===== src/rtl/wdt_sentinel_pkg.sv =====
package wdt_sentinel_pkg;

    localparam int BUS_W = 32;
    localparam int CNT_W = 16;
    localparam int SVC_W = 16;

    // Byte offsets that software decodes
    localparam int OFS_CTRL  = 4;
    localparam int OFS_COUNT = 8;
    localparam int OFS_SVC   = 14;

    // Ordered service keys
    localparam logic [SVC_W-1:0] KEY_FIRST  = 16'h556C;
    localparam logic [SVC_W-1:0] KEY_SECOND = 16'hAA39;

    // Control word layout, MSB first
    typedef struct packed {
        logic [CNT_W-1:0] reload;   // 31:16
        logic [12:0]      rsvd;     // 15:3
        logic             arm;      // 2
        logic             rst_sel;  // 1
        logic             prediv;   // 0
    } ctrl_t;

    typedef enum logic [0:0] {
        SEQ_IDLE  = 1'b0,
        SEQ_ARMED = 1'b1
    } seq_t;

    localparam ctrl_t CTRL_RESET = '{reload: 16'hFFFF, default: '0};

    function automatic ctrl_t ctrl_from_word(logic [BUS_W-1:0] w);
        ctrl_t c;
        c      = ctrl_t'(w);
        c.rsvd = '0;
        return c;
    endfunction

endpackage


===== src/rtl/wdt_sentinel_regs.sv =====
module wdt_sentinel_regs
    import wdt_sentinel_pkg::*;
#(
    parameter int ADDR_W = 4
) (
    input  logic              clk,
    input  logic              rst,
    input  logic              wr_en,
    input  logic [ADDR_W-1:0] addr,
    input  logic [BUS_W-1:0]  wdata,
    input  logic [CNT_W-1:0]  count,
    output ctrl_t             ctrl_q,
    output logic              locked,
    output logic              armed,
    output logic              ctrl_load,
    output logic [CNT_W-1:0]  new_reload,
    output logic              new_arm,
    output logic              svc_wr,
    output logic [SVC_W-1:0]  svc_data,
    output logic [BUS_W-1:0]  rdata
);
    localparam logic [ADDR_W-1:0] A_CTRL  = ADDR_W'(OFS_CTRL);
    localparam logic [ADDR_W-1:0] A_COUNT = ADDR_W'(OFS_COUNT);
    localparam logic [ADDR_W-1:0] A_SVC   = ADDR_W'(OFS_SVC);

    ctrl_t ctrl_wr;

    assign ctrl_wr    = ctrl_from_word(wdata);
    assign ctrl_load  = wr_en && (addr == A_CTRL) && !locked;
    assign new_reload = ctrl_wr.reload;
    assign new_arm    = ctrl_wr.arm;
    assign svc_wr     = wr_en && (addr == A_SVC);
    assign svc_data   = wdata[SVC_W-1:0];

    always_ff @(posedge clk) begin
        if (rst) begin
            ctrl_q <= CTRL_RESET;
            locked <= 1'b0;
            armed  <= 1'b0;
        end else if (ctrl_load) begin
            ctrl_q <= ctrl_wr;
            locked <= 1'b1;
            armed  <= ctrl_wr.arm;
        end
    end

    always_comb begin
        case (addr)
            A_CTRL:  rdata = ctrl_q;
            A_COUNT: rdata = {{(BUS_W-CNT_W){1'b0}}, count};
            default: rdata = '0;
        endcase
    end

endmodule


===== src/rtl/wdt_sentinel_keyseq.sv =====
module wdt_sentinel_keyseq
    import wdt_sentinel_pkg::*;
(
    input  logic             clk,
    input  logic             rst,
    input  logic             svc_wr,
    input  logic [SVC_W-1:0] svc_data,
    output logic             key_ok
);
    seq_t state_q, state_d;

    always_comb begin
        state_d = state_q;
        key_ok  = 1'b0;
        if (svc_wr) begin
            case (state_q)
                SEQ_IDLE:  state_d = (svc_data == KEY_FIRST) ? SEQ_ARMED : SEQ_IDLE;
                SEQ_ARMED: begin
                    key_ok  = (svc_data == KEY_SECOND);
                    state_d = SEQ_IDLE;
                end
                default:   state_d = SEQ_IDLE;
            endcase
        end
    end

    always_ff @(posedge clk) begin
        if (rst) state_q <= SEQ_IDLE;
        else     state_q <= state_d;
    end

endmodule


===== src/rtl/wdt_sentinel_ticker.sv =====
module wdt_sentinel_ticker #(
    parameter int DIV_LOG2 = 16
) (
    input  logic clk,
    input  logic rst,
    input  logic restart,
    input  logic run,
    input  logic prediv,
    output logic tick
);
    logic [DIV_LOG2-1:0] phase_q;

    always_ff @(posedge clk) begin
        if (rst || restart) phase_q <= '0;
        else if (run)       phase_q <= phase_q + 1'b1;
    end

    assign tick = run && (!prediv || (&phase_q));

endmodule


===== src/rtl/wdt_sentinel_countdown.sv =====
module wdt_sentinel_countdown
    import wdt_sentinel_pkg::*;
#(
    parameter int RST_PULSE = 16
) (
    input  logic             clk,
    input  logic             rst,
    input  logic             load,
    input  logic [CNT_W-1:0] load_val,
    input  logic             tick,
    input  logic             active,
    input  logic             rst_sel,
    output logic [CNT_W-1:0] count_q,
    output logic             irq,
    output logic             rst_req
);
    localparam int PW = $clog2(RST_PULSE + 1);

    logic          expired_q;
    logic          fire;
    logic [PW-1:0] pulse_q;

    assign fire = active && (count_q == '0) && !expired_q && !load;

    always_ff @(posedge clk) begin
        if (rst) begin
            count_q   <= '1;
            expired_q <= 1'b0;
            irq       <= 1'b0;
        end else if (load) begin
            count_q   <= load_val;
            expired_q <= 1'b0;
            irq       <= 1'b0;
        end else begin
            if (tick && (count_q != '0)) count_q <= count_q - 1'b1;
            if (fire) begin
                expired_q <= 1'b1;
                if (!rst_sel) irq <= 1'b1;
            end
        end
    end

    always_ff @(posedge clk) begin
        if (rst)                   pulse_q <= '0;
        else if (fire && rst_sel)  pulse_q <= PW'(RST_PULSE);
        else if (pulse_q != '0)    pulse_q <= pulse_q - 1'b1;
    end

    assign rst_req = (pulse_q != '0);

endmodule


===== src/rtl/wdt_sentinel.sv =====
module wdt_sentinel
    import wdt_sentinel_pkg::*;
#(
    parameter int ADDR_W    = 4,
    parameter int DIV_LOG2  = 16,
    parameter int RST_PULSE = 16
) (
    input  logic              clk,
    input  logic              rst,
    input  logic              wr_en,
    input  logic [ADDR_W-1:0] addr,
    input  logic [31:0]       wdata,
    output logic [31:0]       rdata,
    output logic              irq,
    output logic              rst_req
);
    ctrl_t            ctrl_q;
    logic             locked, armed, ctrl_load, new_arm;
    logic [CNT_W-1:0] new_reload, count_q, load_val;
    logic             svc_wr, key_ok, svc_reload, load, tick;
    logic [SVC_W-1:0] svc_data;

    wdt_sentinel_regs #(.ADDR_W(ADDR_W)) u_regs (
        .clk(clk), .rst(rst), .wr_en(wr_en), .addr(addr), .wdata(wdata),
        .count(count_q), .ctrl_q(ctrl_q), .locked(locked), .armed(armed),
        .ctrl_load(ctrl_load), .new_reload(new_reload), .new_arm(new_arm),
        .svc_wr(svc_wr), .svc_data(svc_data), .rdata(rdata)
    );

    wdt_sentinel_keyseq u_keyseq (
        .clk(clk), .rst(rst), .svc_wr(svc_wr), .svc_data(svc_data), .key_ok(key_ok)
    );

    assign svc_reload = key_ok && armed;
    assign load       = (ctrl_load && new_arm) || svc_reload;
    assign load_val   = ctrl_load ? new_reload : ctrl_q.reload;

    wdt_sentinel_ticker #(.DIV_LOG2(DIV_LOG2)) u_ticker (
        .clk(clk), .rst(rst), .restart(load), .run(armed),
        .prediv(ctrl_q.prediv), .tick(tick)
    );

    wdt_sentinel_countdown #(.RST_PULSE(RST_PULSE)) u_countdown (
        .clk(clk), .rst(rst), .load(load), .load_val(load_val), .tick(tick),
        .active(armed), .rst_sel(ctrl_q.rst_sel), .count_q(count_q),
        .irq(irq), .rst_req(rst_req)
    );

endmodule


===== config.mk =====
export PLATFORM = sky130hd
export DESIGN_NAME = wdt_sentinel
export DESIGN_NICKNAME = d
export VERILOG_FILES = /design/src/rtl/wdt_sentinel_pkg.sv /design/src/rtl/wdt_sentinel_regs.sv /design/src/rtl/wdt_sentinel_keyseq.sv /design/src/rtl/wdt_sentinel_ticker.sv /design/src/rtl/wdt_sentinel_countdown.sv /design/src/rtl/wdt_sentinel.sv
export SDC_FILE = /design/constraint.sdc
export NUM_CORES = 1
export LEC_CHECK = 0
export BUFFER_PORTS_ARGS = -buffer_cell sky130_fd_sc_hd__buf_4
export CAP_MARGIN = 5
export CORE_MARGIN = 5
export CORE_UTILIZATION = 30
export DETAILED_ROUTE_END_ITERATION = 8
export GPL_TIMING_DRIVEN = 0
export HOLD_SLACK_MARGIN = 0.15
export PLACE_DENSITY_LB_ADDON = 0.2
export SYNTH_ARGS = -nofsm -noshare
export SYNTH_HDL_FRONTEND = slang
export SYNTH_SLANG_ARGS = --single-unit

===== constraint.sdc =====
create_clock -name clk -period 6.4 [get_ports clk]
set_clock_uncertainty 0.05 [all_clocks]
set_input_delay 0.32 -clock clk [delete_from_list [all_inputs] [get_ports clk]]
set_output_delay 0.32 -clock clk [all_outputs]
set_load 0.03 [all_outputs]

# Yosys cells after proc, flatten, opt, wreduce, memory -nomap -nowiden
# Cells that the tools add are included.
# W data, S select, Z words.
[word_totals] ff_bits=60 latchBits=0 ramBits=0 romBits=0 input_bits=39 out_inout_bits=34 word_cells=59 n_memories=0
[classes] n_addsub=3 multipliers=0 div=0 n_lt_le_gt_ge=0 eq_ne=5 shifts=0 muxes=10 bitwise_logic=2 n_reduce_logical=27
[ops] cell="$pmux W32 S2" count=1
[ops] cell="$mux W16" count=3
[ops] cell="$add A16 B1 Y16 const B" count=1
[ops] cell="$eq A16 B15 Y1 const B" count=1
[ops] cell="$eq A16 B16 Y1 const B" count=1
[ops] cell="$logic_not A16 Y1" count=1
[ops] cell="$reduce_and A16 Y1" count=1
[ops] cell="$reduce_bool A16 Y1" count=1
[ops] cell="$sub A16 B1 Y16 const B" count=1
[ops] cell="$logic_and A1 B1 Y1" count=11
[ops] cell="$mux W5" count=2
[ops] cell="$eq A4 B4 Y1 const B" count=2
[ops] cell="$reduce_bool A5 Y1" count=1
[ops] cell="$sub A5 B1 Y5 const B" count=1
[ops] cell="$eq A4 B3 Y1 const B" count=1
[ops] cell="$logic_not A1 Y1" count=4
[ops] cell="$reduce_bool A2 Y1" count=2
[ops] cell="$reduce_or A2 Y1" count=2
[ops] cell="$logic_or A1 B1 Y1" count=3
[ops] cell="$mux W1" count=3
[ops] cell="$not A1 Y1" count=2
[ops] cell="$pmux W1 S2" count=1
[ops] cell="$reduce_and A2 Y1" count=1

# Depth between registers and ports, before layout
[logic_depth] word_depth=9 mapped_depth=9 ltp_nobuf=8

# Cells and area by module
# From an unflattened synthesis, not the netlist that was laid out.
[hier_totals] cells_unflattened=470 hier_area_um2=4066.4
[by_module_without_submodules] module="wdt_sentinel_countdown" instances=1 cells_each=174 area_each_um2=1467.7
[by_module_without_submodules] module="wdt_sentinel_regs" instances=1 cells_each=174 area_each_um2=1437.6
[by_module_without_submodules] module="wdt_sentinel_ticker" instances=1 cells_each=87 area_each_um2=757.0
[by_module_without_submodules] module="wdt_sentinel" instances=1 cells_each=19 area_each_um2=255.2
[by_module_without_submodules] module="wdt_sentinel_keyseq" instances=1 cells_each=16 area_each_um2=148.9

# Worst setup path after synthesis
# Ideal clock, no wire load.
[synth_timing] path_kind="reg2reg" start="register u_ticker.phase_q[0]" end="register u_countdown.count_q[9]" setup_ns=0.117 arrival_ns=2.094 required_ns=6.233 setup_slack_ns=4.139 path_stages_with_launch=8 path_buffers=0 synth_period_minus_slack_ns=2.261 path_cell_list="dfxtp_1 ha_1 nand4_1 nor2_1 a41oi_1 or4b_2 xnor2_1 a22o_1"
[synth_between] elab_chain_cells=5
[synth_lines] item="start: declaration" line="wdt_sentinel_ticker.sv:11" source="logic [DIV_LOG2-1:0] phase_q;"
[synth_lines] item="start signal: assignment" line="wdt_sentinel_ticker.sv:15" source="else if (run) phase_q <= phase_q + 1'b1;"
[synth_lines] item="$reduce_and A16 Y1" line="wdt_sentinel_ticker.sv:18" source="assign tick = run && (!prediv || (&phase_q));"
[synth_lines] item="$logic_or A1 B1 Y1" line="wdt_sentinel_ticker.sv:18"
[synth_lines] item="$logic_and A1 B1 Y1" line="wdt_sentinel_ticker.sv:18"
[synth_lines] item="$logic_and A1 B1 Y1" line="wdt_sentinel_countdown.sv:35" source="if (tick && (count_q != '0)) count_q <= count_q - 1'b1;"
[synth_lines] item="$reduce_bool A2 Y1 (no line)"
[synth_lines] item="end signal: assignment" line="wdt_sentinel_countdown.sv:31" source="count_q <= load_val;"
[synth_lines] item="end signal: assignment" line="wdt_sentinel_countdown.sv:35"
[synth_lines] item="end: declaration" line="wdt_sentinel_countdown.sv:13" source="output logic [CNT_W-1:0] count_q,"
# No other way between the ends.
# A chain may end at the register's enable or synchronous reset.

# Final worst setup path
# Same ends and word-level chain as after synthesis.

==> flow_summary.toml <==
[floorplanning]
core_area_um2 = 9680
row_count = 36
die_w_um = 109
num_io_pins = 73
start_util = 0.305
die_area_um2 = 11900
die_y_um = 109

[power]
p_sw_mw = 0.255
combinationalPowerShare = 0.177
p_seq_frac = 0.424
power_leakage_nw = 1.61
swShare = 0.265
power_density_nw_per_um2 = 248
clock_power_share = 0.399
power_mw = 0.963
peakVddDrop_v = 0.000128
p_int_mw = 0.708

[cts]
clock-sinks = 60
cts_root_buf = "clkbuf_8"
htreeDepth = 3
hold_buffers = 0
cts_max_path_buffers = 2
clk_pin_slew_ns = 0.07
clock_latency_ns = 0.34
numCtsBuffers = 9
cts_tree = "done"
cts_setup_buffers = 0
post_cts_resized = 0

[sta]
fin_crit_ns = 2.63
slew_headroom = 0.312
fmax_mhz = 380
rsz0062_at_grt = "no"
finalSetupViolations = 0
final_max_slew_viol_count = 0
worstMarginPinSlew_ns = 1.02
setup_tns_ns = 0
hold_ws_ns = 0.179
hold_viol_final = 0
period_share = 0.411

[synth]
synth_cells = 357
yosysTopAreaCell = "dfxtp_1"
seq_area_frac_synth = 0.407
syn_nets = 401
yosysWarnings = 0
ys_ff_latch = 60
yosysMostFrequentCell = "dfxtp_1"
avgSynthCellArea_um2 = 8.27
synthFlopType = "dfxtp_1"
ys_types = 45
ys_top_cells_by_count = "60 x dfxtp_1, 49 x nand2_1, 43 x nor2_1, 31 x and2_1, 22 x nand3_1"
synth.area.top_cells = "dfxtp_1 41%, and2_1 6.6%, nand2_1 6.2%, xor2_1 5.9%, nor2_1 5.5%"
synth_async_sr_flop_share = 0
synth_edf_count = 0
yosysTopAreaCellShare = 0.407
synth.cell_area_um2 = 2950

[global_route]
antenna_found_initial = 0
overflow = 0
grt_pass1_vias = 2671
grt_use_total = 0.143
grt_pass1_wl_um = 13200
grt_max_degree = 11

[routing]
wl_um = 7950
post_drt_wl_per_cell_um = 13.8
dr.pass1.iters = 4
ant_nets = 0
avgViaCountPerCell = 4.78
num_vias = 2752
drc = 0
drtIter0Drc = 115

[layout]
nFillCells = 1043
antennaDiodeCount = 0
fin_nets = 483
drive_above_1_share = 0.235
syn2layout_area_growth_pct = 31.3

[worst_setup_path]
cp_max_fo = 7
crit_arrival_ns = 2.81
required_ns = 6.58
startpoint_type = "register"
path_class = "reg2reg"
end_kind = "register"

[min_path]
hp-class = "in2reg"

[place]
dp_hpwl_um = 6220
port_buffers = 71
gpl.final_weighted_congestion = 0.819

[job]
cap_violations = 0

[status]
outcome = "completed"
kinds of logic after synthesis:
group,Yosys count,share of synthesized area
compound gates,33,0.0801
xor+xnor,32,0.0949
fa+ha+maj,5,0.0212
buf+inv,24,0.0330
flops,60,0.407
mux,2,0.00678
simple gates,201,0.357
flip-flops by register name, summed over array words and instances (netlist names):
signal                 flops
u_regs.ctrl_q             19
u_countdown.count_q       16
u_ticker.phase_q          16
u_countdown.pulse_q        5
u_countdown.expired_q      1
u_countdown.irq            1
u_keyseq.state_q           1
u_regs.locked              1
worst max-delay path: stages (launching register included):
cell	delay, ns
dfxtp_1	0.37
ha_1	0.19
nand4_1	0.10
nor2_1	0.34
a41oi_1	0.40
or4b_2	0.76
xnor2_1	0.15
a22o_1	0.17
per-stage QoR:
stage	instances	instance area (um2)	util	setup WS, ns
after global placement	561	3650	0.377	3.74
final	576	3880	0.400	3.77
after global routing	576	3880	0.400	3.60
after floorplan	357	2950	-	4.14
after detailed placement	561	3650	0.377	3.72
after CTS	576	3880	0.400	3.76
metal layers:
layer	part of all wire	vias up	wire length, um	GRT usage
met3	0.067	11	531	0.0480
met2	0.47	72	3700	0.236
met5	0	-	0	0
li1	-	1393	-	-
met4	0.015	0	116	0.0383
met1	0.45	1276	3600	0.179
area by class of cell:
cell class | count | area, um2 | area share
Clock inverter | 4 | 72.6 | 0.0187
Timing Repair Buffer | 71 | 533 | 0.138
Multi-Input combinational cell | 273 | 1650 | 0.427
Tap cell | 133 | 166 | 0.0429
Sequential cell | 60 | 1200 | 0.310
Inverter | 7 | 26.3 | 0.00678
Buffer | 17 | 71.3 | 0.0184
Clock buffer | 11 | 151 | 0.0391
placed cells by master, fill, tap and decap left out, drive strengths merged, types with 2 or more instances in the layout:
| cell | n |
|---|---|
| nor2b | 3 |
| a22o | 13 |
| buf | 78 |
| nor4 | 5 |
| clkbuf | 21 |
| nand2 | 49 |
| dfxtp | 60 |
| ha | 5 |
| or4b | 2 |
| nor3b | 2 |
| xor2 | 20 |
| and2 | 32 |
| bufinv | 2 |
| nand3 | 22 |
| nor4b | 3 |
| inv | 6 |
| nor2 | 43 |
| or4 | 8 |
| a21oi | 13 |
| nor3 | 12 |
| mux2i | 2 |
| nand4 | 8 |
| nor4bb | 2 |
| clkinv | 2 |
| xnor2 | 12 |
| and3 | 2 |
worst paths after layout:
check,start,to,slack [ns],cells past startpoint
hold reg to reg,u_countdown.expired_q,u_countdown.expired_q,0.42,2
hold / removal,wdata[22],u_regs.ctrl_q[22],0.18,3
setup / recovery,u_ticker.phase_q[0],u_countdown.count_q[9],3.77,7
setup reg to reg,u_ticker.phase_q[0],u_countdown.count_q[9],3.77,7
power groups by stage:
| stage | clock network [mW] | registers, mW | logic, mW |
|---|---|---|---|
| 2_1_floorplan | 0 | 0.412 | 0.117 |
| 3_3_place_gp | 0 | 0.416 | 0.169 |
| 3_5_place_dp | 0 | 0.416 | 0.172 |
| 4_1_cts | 0.395 | 0.408 | 0.173 |
| 5_1_grt | 0.413 | 0.411 | 0.192 |
| 6_report | 0.384 | 0.408 | 0.170 |
No activity file was read; power rests on OpenSTA's default activity.
